[src/rtl/fa_pkg.sv]
package fa_pkg;
  // Byte bits compared by the frame detector (bit 7 is received first)
  localparam int unsigned FA_MARK_HI = 7;
  localparam int unsigned FA_MARK_LO = 3;

  // Realignment progress, counted in raw word boundaries
  typedef enum logic [1:0] {
    ST_IDLE      = 2'd0,
    ST_SYNC_NEXT = 2'd1,
    ST_SKIP_NEXT = 2'd2,
    ST_ARMED     = 2'd3
  } realign_st_t;
endpackage

[src/rtl/fa_deser.sv]
module fa_deser #(
  parameter int unsigned W = 32,
  localparam int unsigned CW = $clog2(W)
) (
  input  logic          clk,
  input  logic          rst_n,
  input  logic          ser_in,
  output logic [CW-1:0] pos,
  output logic          boundary,
  output logic [W-1:0]  cur_word,
  output logic [W-2:0]  prev_lo
);
  logic [CW-1:0] pos_n;
  logic [W-2:0]  sreg_q, sreg_n;
  logic [W-2:0]  prev_n;

  always_comb begin
    cur_word = {sreg_q, ser_in};
    boundary = (pos == CW'(W - 1));
    pos_n    = pos + CW'(1);
    sreg_n   = cur_word[W-2:0];
    prev_n   = boundary ? cur_word[W-2:0] : prev_lo;
  end

  always_ff @(posedge clk or negedge rst_n) begin
    if (!rst_n) begin
      pos     <= '0;
      sreg_q  <= '0;
      prev_lo <= '0;
    end else begin
      pos     <= pos_n;
      sreg_q  <= sreg_n;
      prev_lo <= prev_n;
    end
  end
endmodule

[src/rtl/fa_detect.sv]
module fa_detect #(
  parameter int unsigned W     = 32,
  parameter logic [7:0]  A1    = 8'hF6,
  parameter logic [7:0]  A2    = 8'h28,
  localparam int unsigned WIN  = 2 * W,
  localparam int unsigned NB   = WIN / 8
) (
  input  logic clk,
  input  logic rst_n,
  input  logic ser_in,
  output logic match
);
  import fa_pkg::*;

  function automatic logic [WIN-1:0] build_pat(input bit want_mask);
    logic [WIN-1:0] v;
    logic [7:0]     b;
    v = '0;
    for (int i = 0; i < NB; i++) begin
      b = (i < NB / 2) ? A1 : A2;
      if (want_mask) b = 8'h00 | (8'h1 << FA_MARK_HI) | (8'h1 << FA_MARK_LO);
      v[WIN-1-8*i -: 8] = b;
    end
    return v;
  endfunction

  localparam logic [WIN-1:0] PAT  = build_pat(1'b0);
  localparam logic [WIN-1:0] MASK = build_pat(1'b1);

  logic [WIN-2:0] hist_q, hist_n;
  logic [WIN-1:0] win;

  always_comb begin
    win    = {hist_q, ser_in};
    hist_n = win[WIN-2:0];
    match  = (((win ^ PAT) & MASK) == '0);
  end

  always_ff @(posedge clk or negedge rst_n) begin
    if (!rst_n) hist_q <= '0;
    else        hist_q <= hist_n;
  end
endmodule

[src/rtl/fa_bshift.sv]
module fa_bshift #(
  parameter int unsigned W = 32,
  localparam int unsigned CW = $clog2(W)
) (
  input  logic [W-2:0]  prev_lo,
  input  logic [W-1:0]  cur_word,
  input  logic [CW-1:0] shift,
  output logic [W-1:0]  aligned
);
  logic [2*W-2:0] cat;
  logic [W-1:0]   cand [W];

  assign cat = {prev_lo, cur_word};

  for (genvar s = 0; s < W; s++) begin : g_tap
    assign cand[s] = cat[s +: W];
  end

  assign aligned = cand[shift];
endmodule

[src/rtl/sonet_frame_aligner.sv]
module sonet_frame_aligner #(
  parameter int unsigned W  = 32,
  parameter logic [7:0]  A1 = 8'hF6,
  parameter logic [7:0]  A2 = 8'h28,
  localparam int unsigned CW = $clog2(W)
) (
  input  logic         clk,
  input  logic         rst_n,
  input  logic         ser_in,
  input  logic         align_hold,
  input  logic         par_even,
  output logic [W-1:0] word_o,
  output logic         word_stb,
  output logic         sync_o,
  output logic         par_o
);
  import fa_pkg::*;

  logic [CW-1:0] pos;
  logic          boundary;
  logic [W-1:0]  cur_word;
  logic [W-2:0]  prev_lo;
  logic          match;
  logic [W-1:0]  aligned;

  logic [CW-1:0] shift_q, shift_n;
  realign_st_t   st_q, st_n;
  logic          det, skip, load;
  logic [W-1:0]  word_n;
  logic          sync_n, par_n;

  fa_deser #(.W(W)) u_deser (
    .clk      (clk),
    .rst_n    (rst_n),
    .ser_in   (ser_in),
    .pos      (pos),
    .boundary (boundary),
    .cur_word (cur_word),
    .prev_lo  (prev_lo)
  );

  fa_detect #(.W(W), .A1(A1), .A2(A2)) u_detect (
    .clk    (clk),
    .rst_n  (rst_n),
    .ser_in (ser_in),
    .match  (match)
  );

  // The offset used for this boundary is the next-state value, so a match
  // on the boundary bit itself already takes effect on that word.
  fa_bshift #(.W(W)) u_bshift (
    .prev_lo  (prev_lo),
    .cur_word (cur_word),
    .shift    (shift_n),
    .aligned  (aligned)
  );

  always_comb begin
    det     = match & ~align_hold;
    shift_n = det ? (CW'(W - 1) - pos) : shift_q;

    st_n = st_q;
    if (det) begin
      st_n = boundary ? ST_SKIP_NEXT : ST_ARMED;
    end else if (boundary) begin
      case (st_q)
        ST_ARMED:     st_n = ST_SKIP_NEXT;
        ST_SKIP_NEXT: st_n = ST_SYNC_NEXT;
        default:      st_n = ST_IDLE;
      endcase
    end

    skip   = boundary & ~det & (st_q == ST_SKIP_NEXT);
    load   = boundary & ~skip;
    sync_n = ~det & ~align_hold & (st_q == ST_SYNC_NEXT);
    word_n = aligned;
    par_n  = (^{aligned, sync_n}) ^ ~par_even;
  end

  always_ff @(posedge clk or negedge rst_n) begin
    if (!rst_n) begin
      shift_q  <= '0;
      st_q     <= ST_IDLE;
      word_stb <= 1'b0;
      word_o   <= '0;
      sync_o   <= 1'b0;
      par_o    <= 1'b0;
    end else begin
      shift_q  <= shift_n;
      st_q     <= st_n;
      word_stb <= load;
      if (load) begin
        word_o <= word_n;
        sync_o <= sync_n;
        par_o  <= par_n;
      end
    end
  end
endmodule

[config.mk]
export PLATFORM = sky130hd
export DESIGN_NAME = sonet_frame_aligner
export DESIGN_NICKNAME = d
export VERILOG_FILES = /design/src/rtl/fa_pkg.sv /design/src/rtl/fa_deser.sv /design/src/rtl/fa_detect.sv /design/src/rtl/fa_bshift.sv /design/src/rtl/sonet_frame_aligner.sv
export SDC_FILE = /design/constraint.sdc
export NUM_CORES = 1
export LEC_CHECK = 0
export ABC_AREA = 1
export BUFFER_PORTS_ARGS = -buffer_cell sky130_fd_sc_hd__clkbuf_2
export CORE_ASPECT_RATIO = 1.5
export CORE_MARGIN = 8
export CORE_UTILIZATION = 57
export CTS_CLUSTER_DIAMETER = 100
export CTS_CLUSTER_SIZE = 40
export DETAILED_ROUTE_END_ITERATION = 16
export PLACE_DENSITY = 0.78
export SETUP_SLACK_MARGIN = 0.1
export SYNTH_ARGS = -nofsm -noshare
export SYNTH_HDL_FRONTEND = slang
export SYNTH_SLANG_ARGS = --single-unit
export TNS_END_PERCENT = 100
[constraint.sdc]
create_clock -name clk -period 2.9 [get_ports clk]
set_clock_uncertainty 0.1 [all_clocks]
set_input_delay 0.29 -clock clk [delete_from_list [all_inputs] [get_ports clk]]
set_output_delay 0.29 -clock clk [all_outputs]
set_load 0.01 [all_outputs]
==> reports/qor.txt, run 1 <==
register bit count reported by yosys: 141
YS warnings: 0
most common cell in the netlist: nand2_1
CTS H-tree lvls: 4
top cells by count, synth: nand2_1, nand3_1, dfrtp_1
grt total ovfl: 2
share of the synthesized area in the top cell type: 37.70%
Clock Sink Count: 141
Compound-Gate Fraction of Synth Area: 4.545%
top post-synthesis cells by area: dfrtp_1, nand3_1, nand2_1
Synth Flop Type: dfrtp_1
Die Ht: 172.9 µm
clk root buf: clkbuf_16
Exit stage: global routing (5_1_grt)
status: stopped before the end
HPWL Detailed: 28910 µm
post-synth top area cell: dfrtp_1
largest family of logic cells by synthesized area: simple AND/OR/NAND/NOR gates
FFs w/ async S/R, synth: 100.0%
Post-synth EDFFs: 0
XOR/XNOR share of the synthesized area: 0.2807%
I/O pin cnt: 40
Placement Cell Area: 10990 µm²
gr usage total: 61.40%
post-synthesis mux area share: 0%
Simple-Gate Fraction of Synth Area: 48.81%
adder-cell share of the synthesized area: 0.2674%
WEP type: sequential cell input
Avg Cell Area, Syn: 6.504 µm²
sequential area share after synthesis: 37.70%
clock tree buffer depth: 2
TritonCTS Buffers: 17
syn nets: 1446
Mapped Area: 9359 µm²
I/O Buffers: 39
largest net degree at the start of global routing: 64
Cell Rows: 57
Die X: 120.6 µm
Syn Inst Count: 1439
placer congestion estimate: 1.044
error msg: [ERROR GRT-0232] Routing congestion too high. Check the congestion heatmap in the GUI.
Initial Utilization: 58.07%
synth unique cells: 32
GRT repair_timing worst endpoint: par_o$_DFFE_PN0P_/D
==> metal layers <==
metal / GRT usage [%] / overflow
met4: 54.68 / 1
met5: 12.97 / 0
met1: 60.25 / 0
met3: 48.42 / 0
met2: 79.46 / 1
==> cell families after synthesis <==
kind of cell	count (synthesis)
XOR/XNOR	3
flip-flops	141
adder cells (fa/ha/maj)	2
buffers and inverters	171
AND/OR/NAND/NOR	1041
AO/OA/AOI/OAI	81
==> metrics by stage <==
stage,TNS [ns],hold WS [ns],cells,util [%],worst slack (ns)
floorplan,0,-0.1056,1439,-,0.1020
global placement,-0.5932,0.1763,1788,68.21,-0.5932
detailed placement,-0.8261,0.1903,1788,68.21,-0.7440
CTS,-0.5497,0.2588,1835,76.43,-0.5196
==> repair_timing <==
action                                  CTS
hold buffers                              2
cloned                                    4
hold endpoints to repair                 62
pin swaps                                16
resized for setup                       133
endpoints found under the setup margin   32
setup buffers                             9
==> run 2: changes to the inputs <==
CORE_ASPECT_RATIO = unset   (was 1.5)
CORE_UTILIZATION = 40   (was 57)
CTS_CLUSTER_DIAMETER = unset   (was 100)
CTS_CLUSTER_SIZE = unset   (was 40)
PLACE_DENSITY = unset   (was 0.78)
PLACE_DENSITY_LB_ADDON = 0.15   (was unset)
SETUP_SLACK_MARGIN = unset   (was 0.1)
clock period = 3.8 ns   (was 2.9 ns; I/O delays follow)
==> reports/qor.txt, run 2 <==
placed insts: 1763 (-1.4%)
routed length per instance: 19.21 µm
most common cell in the netlist: nand2_1
Pins Over Slew Limit: 0
via count: 9897
clk root buf: clkbuf_16
Initial Utilization: 40.35% (-18 points)
FFs w/ async S/R, synth: 100.0% (unchanged)
sequential share of power: 43.3%
Max transition margin: 28.91%
Initial DRC Count: 1258
Fin. Hold Viols: 0
combinational share of power: 10.6%
Skew-Pair Late Insertion Delay: 0.44 ns
HPWL Detailed: 25330 µm (-12%)
share of the synthesized area in the top cell type: 37.70% (unchanged)
XOR/XNOR share of the synthesized area: 0.2807% (unchanged)
count of final setup violators: 0
final WL: 34660 µm
fin cells: 1804
gr usage total: 24.43%
Fmax: 285.6 MHz
Synth Flop Type: dfrtp_1
largest family of logic cells by synthesized area: simple AND/OR/NAND/NOR gates
Top Registers: u_detect.hist_q x63, word_o x32, u_deser.prev_lo x31
Placement Cell Area: 10020 µm² (-8.9%)
top post-synthesis cells by area: dfrtp_1, nand3_1, nand2_1
Avg Cell Area, Syn: 6.504 µm² (unchanged)
grt total ovfl: 0
I/O Buffers: 39 (unchanged)
Critical Path Sink Type: flip-flop
Routed Antenna Nets: 0
Biggest register: u_detect.hist_q
VDD IR max: 0.1759 mV
Reg2Reg Setup Slack: 0.30 ns
Tcrit/Tclk final: 92.15%
commonest non-fill, non-tap cell in the layout: nand2_1
post-synthesis mux area share: 0% (unchanged)
Cell Rows: 56 (-1.8%)
crit path kind: reg -> reg
diode count: 0
TritonCTS Buffers: 17 (unchanged)
critical path required time: 4.03 ns
type of the tightest min-delay check: in -> reg
synth unique cells: 32 (unchanged)
Placement Setup Slack: 0.2037 ns (+0.9476 ns)
Internal Power: 2.546 mW
Switching Power: 1.096 mW
layout cells sized above 1: 13.94%
DIE AREA: 28550 µm²
status: finished, final reports clean
CP Launch Type: flip-flop
CTS tree: built
Setup crit start: u_detect.hist_q[14]
initial antenna violation count: 0
top cells by count, synth: nand2_1, nand3_1, dfrtp_1
Die X: 169.0 µm (+40%)
Clk pwr share: 46.0%
register bit count reported by yosys: 141 (unchanged)
YS warnings: 0 (unchanged)
Final min period: 3.502 ns
Compound-Gate Fraction of Synth Area: 4.545% (unchanged)
Pwr per Cell Area: 333.5 nW/µm²
CP max FO: 24
max reg flops: 63
# nets final: 1479
Post-synth EDFFs: 0 (unchanged)
core area: 23190 µm²
sequential area share after synthesis: 37.70% (unchanged)
fillers: 2324
HP Start: ser_in
placer congestion estimate: 1.006 (-3.7%)
largest net degree at the start of global routing: 86
most frequent cells in the layout: nand2_1, nand3_1, dfrtp_1, inv_1, o21ai_0
Die Ht: 169.0 µm (-2.3%)
Syn Inst Count: 1439 (unchanged)
Finished Cell Area: 10920 µm²
Area growth, synth to finish: 16.71%
Simple-Gate Fraction of Synth Area: 48.81% (unchanged)
Vias/cell: 5.486
P_leak: 5.632 nW
Mapped Area: 9359 µm² (unchanged)
clock tree buffer depth: 2 (unchanged)
I/O pin cnt: 40 (unchanged)
drc violations: 0
post-synth top area cell: dfrtp_1
CTS H-tree lvls: 4 (unchanged)
worst slew pin tran: 1.066 ns
first-pass GRT wire length: 53480 µm
RR Startpoint: u_detect.hist_q[14]
Worst-path clk slew: 0.07 ns
WP data arrival: 3.73 ns
number of global-route vias before repair: 9168
adder-cell share of the synthesized area: 0.2674% (unchanged)
Sw Share: 30.09%
Clock Sink Count: 141 (unchanged)
Layout Utilization: 47.10%
syn nets: 1446 (unchanged)
final worst-path setup slack: 0.2982 ns
Max Cap Viol: 0
Pre-antenna DRT Iters: 5
run 2: cell counts after synthesis:
No cell type changed its count.
run 2: stage by stage:
step / TNS, ns / hold WS, ns / power [mW]
finish: 0 / 0.008622 / 3.642
global route: -0.01674 / 0.01361 / 3.789
CTS: 0 / 0.004757 / 3.668
detailed placement: 0 / 0.2347 / 1.980
global placement: 0 / 0.2315 / 1.978
floorplan: 0 / -0.01559 / 1.832
run 2: metal layers:
layer	global-route usage [%]	share of wire, %	up-vias
li1	-	-	4796
met1	34.39	45	4593
met2	37.99	44	434
met3	3.145	8.0	74
met4	8.463	3.3	0
met5	0	0	-
run 2: critical path: stages, from the launching register on:
cell and delay (ns):
dfrtp_1 0.41, nor2_2 0.13, nand2_2 0.11, nor2_4 0.19
nand3_4 0.13, buf_4 0.19, nand2_1 0.10, o21ai_4 0.08
inv_1 0.47, buf_12 0.25, nand3_1 0.20, nand2_1 0.18
nand2_1 0.08, nand2_1 0.08, nor2_1 0.05, nor2_1 0.15
nor2_1 0.06, nor2_1 0.08, nand2_1 0.05, nand2_1 0.07
nand3_1 0.07, nand3_1 0.08, nand2_1 0.05
run 2: kinds of logic after synthesis:
logic type,after synthesis
flip-flops,141
AO/OA/AOI/OAI,81
AND/OR/NAND/NOR,1041
XOR/XNOR,3
buffers and inverters,171
adder cells (fa/ha/maj),2
run 2: path summary, 6_finish.rpt:
| check | cells after the start | endpoint |
|---|---|---|
| max in group asynchronous | 3 | u_detect.hist_q[10] |
| worst min register to register | 0 | u_detect.hist_q[60] |
| worst max register to register | 22 | par_o |
| worst min-delay path | 1 | u_detect.hist_q[0] |
| worst max-delay path | 22 | par_o |
| min in group asynchronous | 2 | u_detect.hist_q[54] |
run 2: power by group through the flow:
stage / clock [mW] / sequential, mW / combinational [mW]
final: 1.68 / 1.58 / 0.387
after global routing: 1.76 / 1.58 / 0.441
after CTS: 1.71 / 1.58 / 0.376
after detailed placement: 0 / 1.61 / 0.374
after global placement: 0 / 1.61 / 0.372
after floorplan: 0 / 1.59 / 0.237
run 2: area by class of cell:
class	count	area, µm²	share of cell area [%]
Multi-Input combinational cell	1128	5256	48.12
Sequential cell	141	3533	32.35
Timing Repair Buffer	94	809.5	7.411
Clock buffer	18	439.2	4.021
Tap cell	319	399.1	3.654
Inverter	90	341.6	3.127
Clock inverter	14	143.9	1.317
run 2: timing repair:
| item | 4_1_cts | 5_1_grt |
|---|---|---|
| endpoints found under the hold margin | 84 | 0 |
| hold buffers | 1 | 0 |
| buffers inserted | 0 | 4 |
| endpoints found under the setup margin | 0 | 1 |
| resized for setup | 0 | 54 |
Note: power is estimated with default switching activity, not from simulation.
==> run 3: changes to the inputs <==
SYNTH_HIERARCHICAL = 1   (was unset)
==> reports/qor.txt, run 3 <==
Avg Cell Area, Syn: 7.623 µm² (+17%)
Placement Setup Slack: 0.01464 ns (-0.1890 ns)
count of final setup violators: 0 (unchanged)
# nets final: 1232 (-17%)
I/O Buffers: 39 (unchanged)
initial antenna violation count: 0 (unchanged)
crit path kind: reg -> reg
Clock Sink Count: 172 (+22%)
Critical Path Slowest Stage Cell: dfrtp_1
Max Cap Viol: 0 (unchanged)
WP data arrival: 3.77 ns (+0.04 ns)
Syn Inst Count: 1202 (-16%)
Post-synth EDFFs: 0 (unchanged)
syn nets: 1210 (-16%)
max reg flops: 63 (unchanged)
diode count: 0 (unchanged)
Fmax: 282.2 MHz (-1.2%)
Max transition margin: 42.14% (+13 points)
Sum Neg Setup Slack: 0 ns (unchanged)
YS warnings: 6 (+6)
most frequent cells in the layout: nand2_1, nand3_1, dfrtp_1, inv_1, nand3_2
P_leak: 5.461 nW (-3.0%)
placer congestion estimate: 0.9480 (-5.7%)
status: finished, final reports clean
RSZ-0062 raised after global routing: true
final worst-path setup slack: 0.2570 ns (-0.04121 ns)
commonest non-fill, non-tap cell in the layout: nand2_1
Pwr per Cell Area: 435.7 nW/µm² (+31%)
grt total ovfl: 0 (unchanged)
Tcrit/Tclk final: 93.24% (+1.1 points)
Overall Power: 4.797 mW (+32%)
clock tree buffer depth: 2 (unchanged)
DIE AREA: 28010 µm² (-1.9%)
most common cell in the netlist: nand2_1
Most common cell on crit path: nand2_1
final WL: 28630 µm (-17%)
Synth Flop Type: dfrtp_1
largest net degree at the start of global routing: 98 (+14%)
I/O pin cnt: 40 (unchanged)
first-pass GRT wire length: 43500 µm (-19%)
Worst-path clk slew: 0.08 ns (about the same)
drc violations: 0 (unchanged)
Layout Utilization: 48.78% (+1.7 points)
via count: 8404 (-15%)
routed length per instance: 18.81 µm (-2.1%)
HPWL Detailed: 18900 µm (-25%)
Cell Rows: 55 (-1.8%)
CP Launch Type: flip-flop
Pins Over Slew Limit: 0 (unchanged)
gr usage total: 19.57% (-4.9 points)
Die X: 167.4 µm (-0.95%)
Initial DRC Count: 1060 (-16%)
worst slew pin tran: 0.8680 ns (-0.1985 ns)
Mapped Area: 9163 µm² (-2.1%)
sequential area share after synthesis: 46.98% (+9.3 points)
CTS tree: built
type of the tightest min-delay check: in -> reg
Top Registers: u_detect/hist_q x63, word_o x32
Critical Path Sink Type: flip-flop
top post-synthesis cells by area: dfrtp_1, nand3_1, nand2_1
Routed Antenna Nets: 0 (unchanged)
Initial Utilization: 40.59% (+0.24 points)
VDD IR max: 0.2423 mV (+38%)
Die Ht: 167.4 µm (-0.95%)
CTS H-tree lvls: 4 (unchanged)
Skew-Pair Late Insertion Delay: 0.44 ns (about the same)
Fin. Hold Viols: 0 (unchanged)
FFs w/ async S/R, synth: 100.0% (unchanged)
CP max FO: 8 (-67%)
share of the synthesized area in the top cell type: 46.98% (+9.3 points)
core area: 22570 µm² (-2.7%)
synth unique cells: 24 (-25%)
post-synth top area cell: dfrtp_1
top cells by count, synth: nand2_1, nand3_1, dfrtp_1
Bufs and invs on worst path: 5 (+2)
delay-heaviest family, CP: simple AND/OR/NAND/NOR gates
Biggest register: u_detect/hist_q
critical path required time: 4.03 ns (about the same)
layout cells sized above 1: 21.50% (+7.6 points)
register bit count reported by yosys: 172 (+22%)
clk root buf: clkbuf_16
TritonCTS Buffers: 17 (unchanged)
slowest stage delay, CP: 0.38 ns (-0.09 ns)
Pre-antenna DRT Iters: 7 (+2)
Area growth, synth to finish: 20.17%
number of global-route vias before repair: 7689 (-16%)
Vias/cell: 5.522 (+0.65%)
Final min period: 3.543 ns (+0.04121 ns)
run 3: changes by cell type in the layout (fill, tap and decap cells not counted), sizes merged, moves of 3 or more:
cell    before  now
o21ai       75   57
buf         52   26
nand2      578  412
clkbuf      59   62
inv         96   93
xor2         3    7
o211ai       3    0
nand3      435  375
xnor2        0    7
dfrtp      141  172
nor2        23   11
run 3: power by group:
group          switching [mW]  internal (mW)
combinational           0.675          0.352
sequential             0.0758           1.93
clock                   0.864          0.898
total                    1.62           3.18
run 3: final timing paths:
kind	startpoint	to	slack, ns	depth (start not counted)
worst max-delay path	u_detect/hist_q[14]	par_o	0.26	27
worst min-delay path	ser_in	u_deser/sreg_q[0]	0.04	1
worst max register to register	u_detect/hist_q[14]	par_o	0.26	27
worst min register to register	u_detect/hist_q[20]	u_detect/hist_q[21]	0.24	0
max in group asynchronous	rst_n	u_detect/hist_q[19]	2.30	3
min in group asynchronous	rst_n	u_detect/hist_q[37]	0.50	2
run 3: repair_timing:
item,in CTS,in global routing
gates cloned,1,10
setup buffers,1,5
endpoints found under the hold margin,79,0
resized for setup,2,143
hold buffers,1,0
pin swaps,1,25
endpoints found under the setup margin,1,1
run 3: cell type report:
type,count,area [µm²]
fillers,2251,11560
well taps,285,356.6
multi-input cells,876,4603
repair buffers,72,780.7
clock inverters,15,183.9
clock buffers,17,425.4
repair inverters,1,16.27
flip-flops and latches,172,4304
inverters,84,340.3
run 3: stage by stage:
stage,hold slack [ns],instances,area (µm²)
after floorplan,-0.01559,1202,9163
after global placement,0.2316,1473,9548
after detailed placement,0.2347,1473,9548
after CTS,0.02557,1508,10220
after global routing,0.02907,1522,11010
final,0.03721,1522,11010
run 3: cell families after synthesis:
logic type | after synthesis | synth area share (%)
compound gates | 59 | 4.602
fa+ha+maj | 3 | 0.4097
simple gates | 800 | 37.98
xor+xnor | 14 | 1.338
buf+inv | 154 | 8.698
flops | 172 | 46.98
run 3: routing by layer:
metal  share of wire [%]  GRT usage, %  wire length (µm)  vias up
li1                    -             -                 -     3996
met3                 7.1         3.198              2027       46
met1                  46         28.76             13230     3992
met4                 1.8         5.202               514        0
met5                   0             0                 0        -
met2                  45         29.29             12860      370
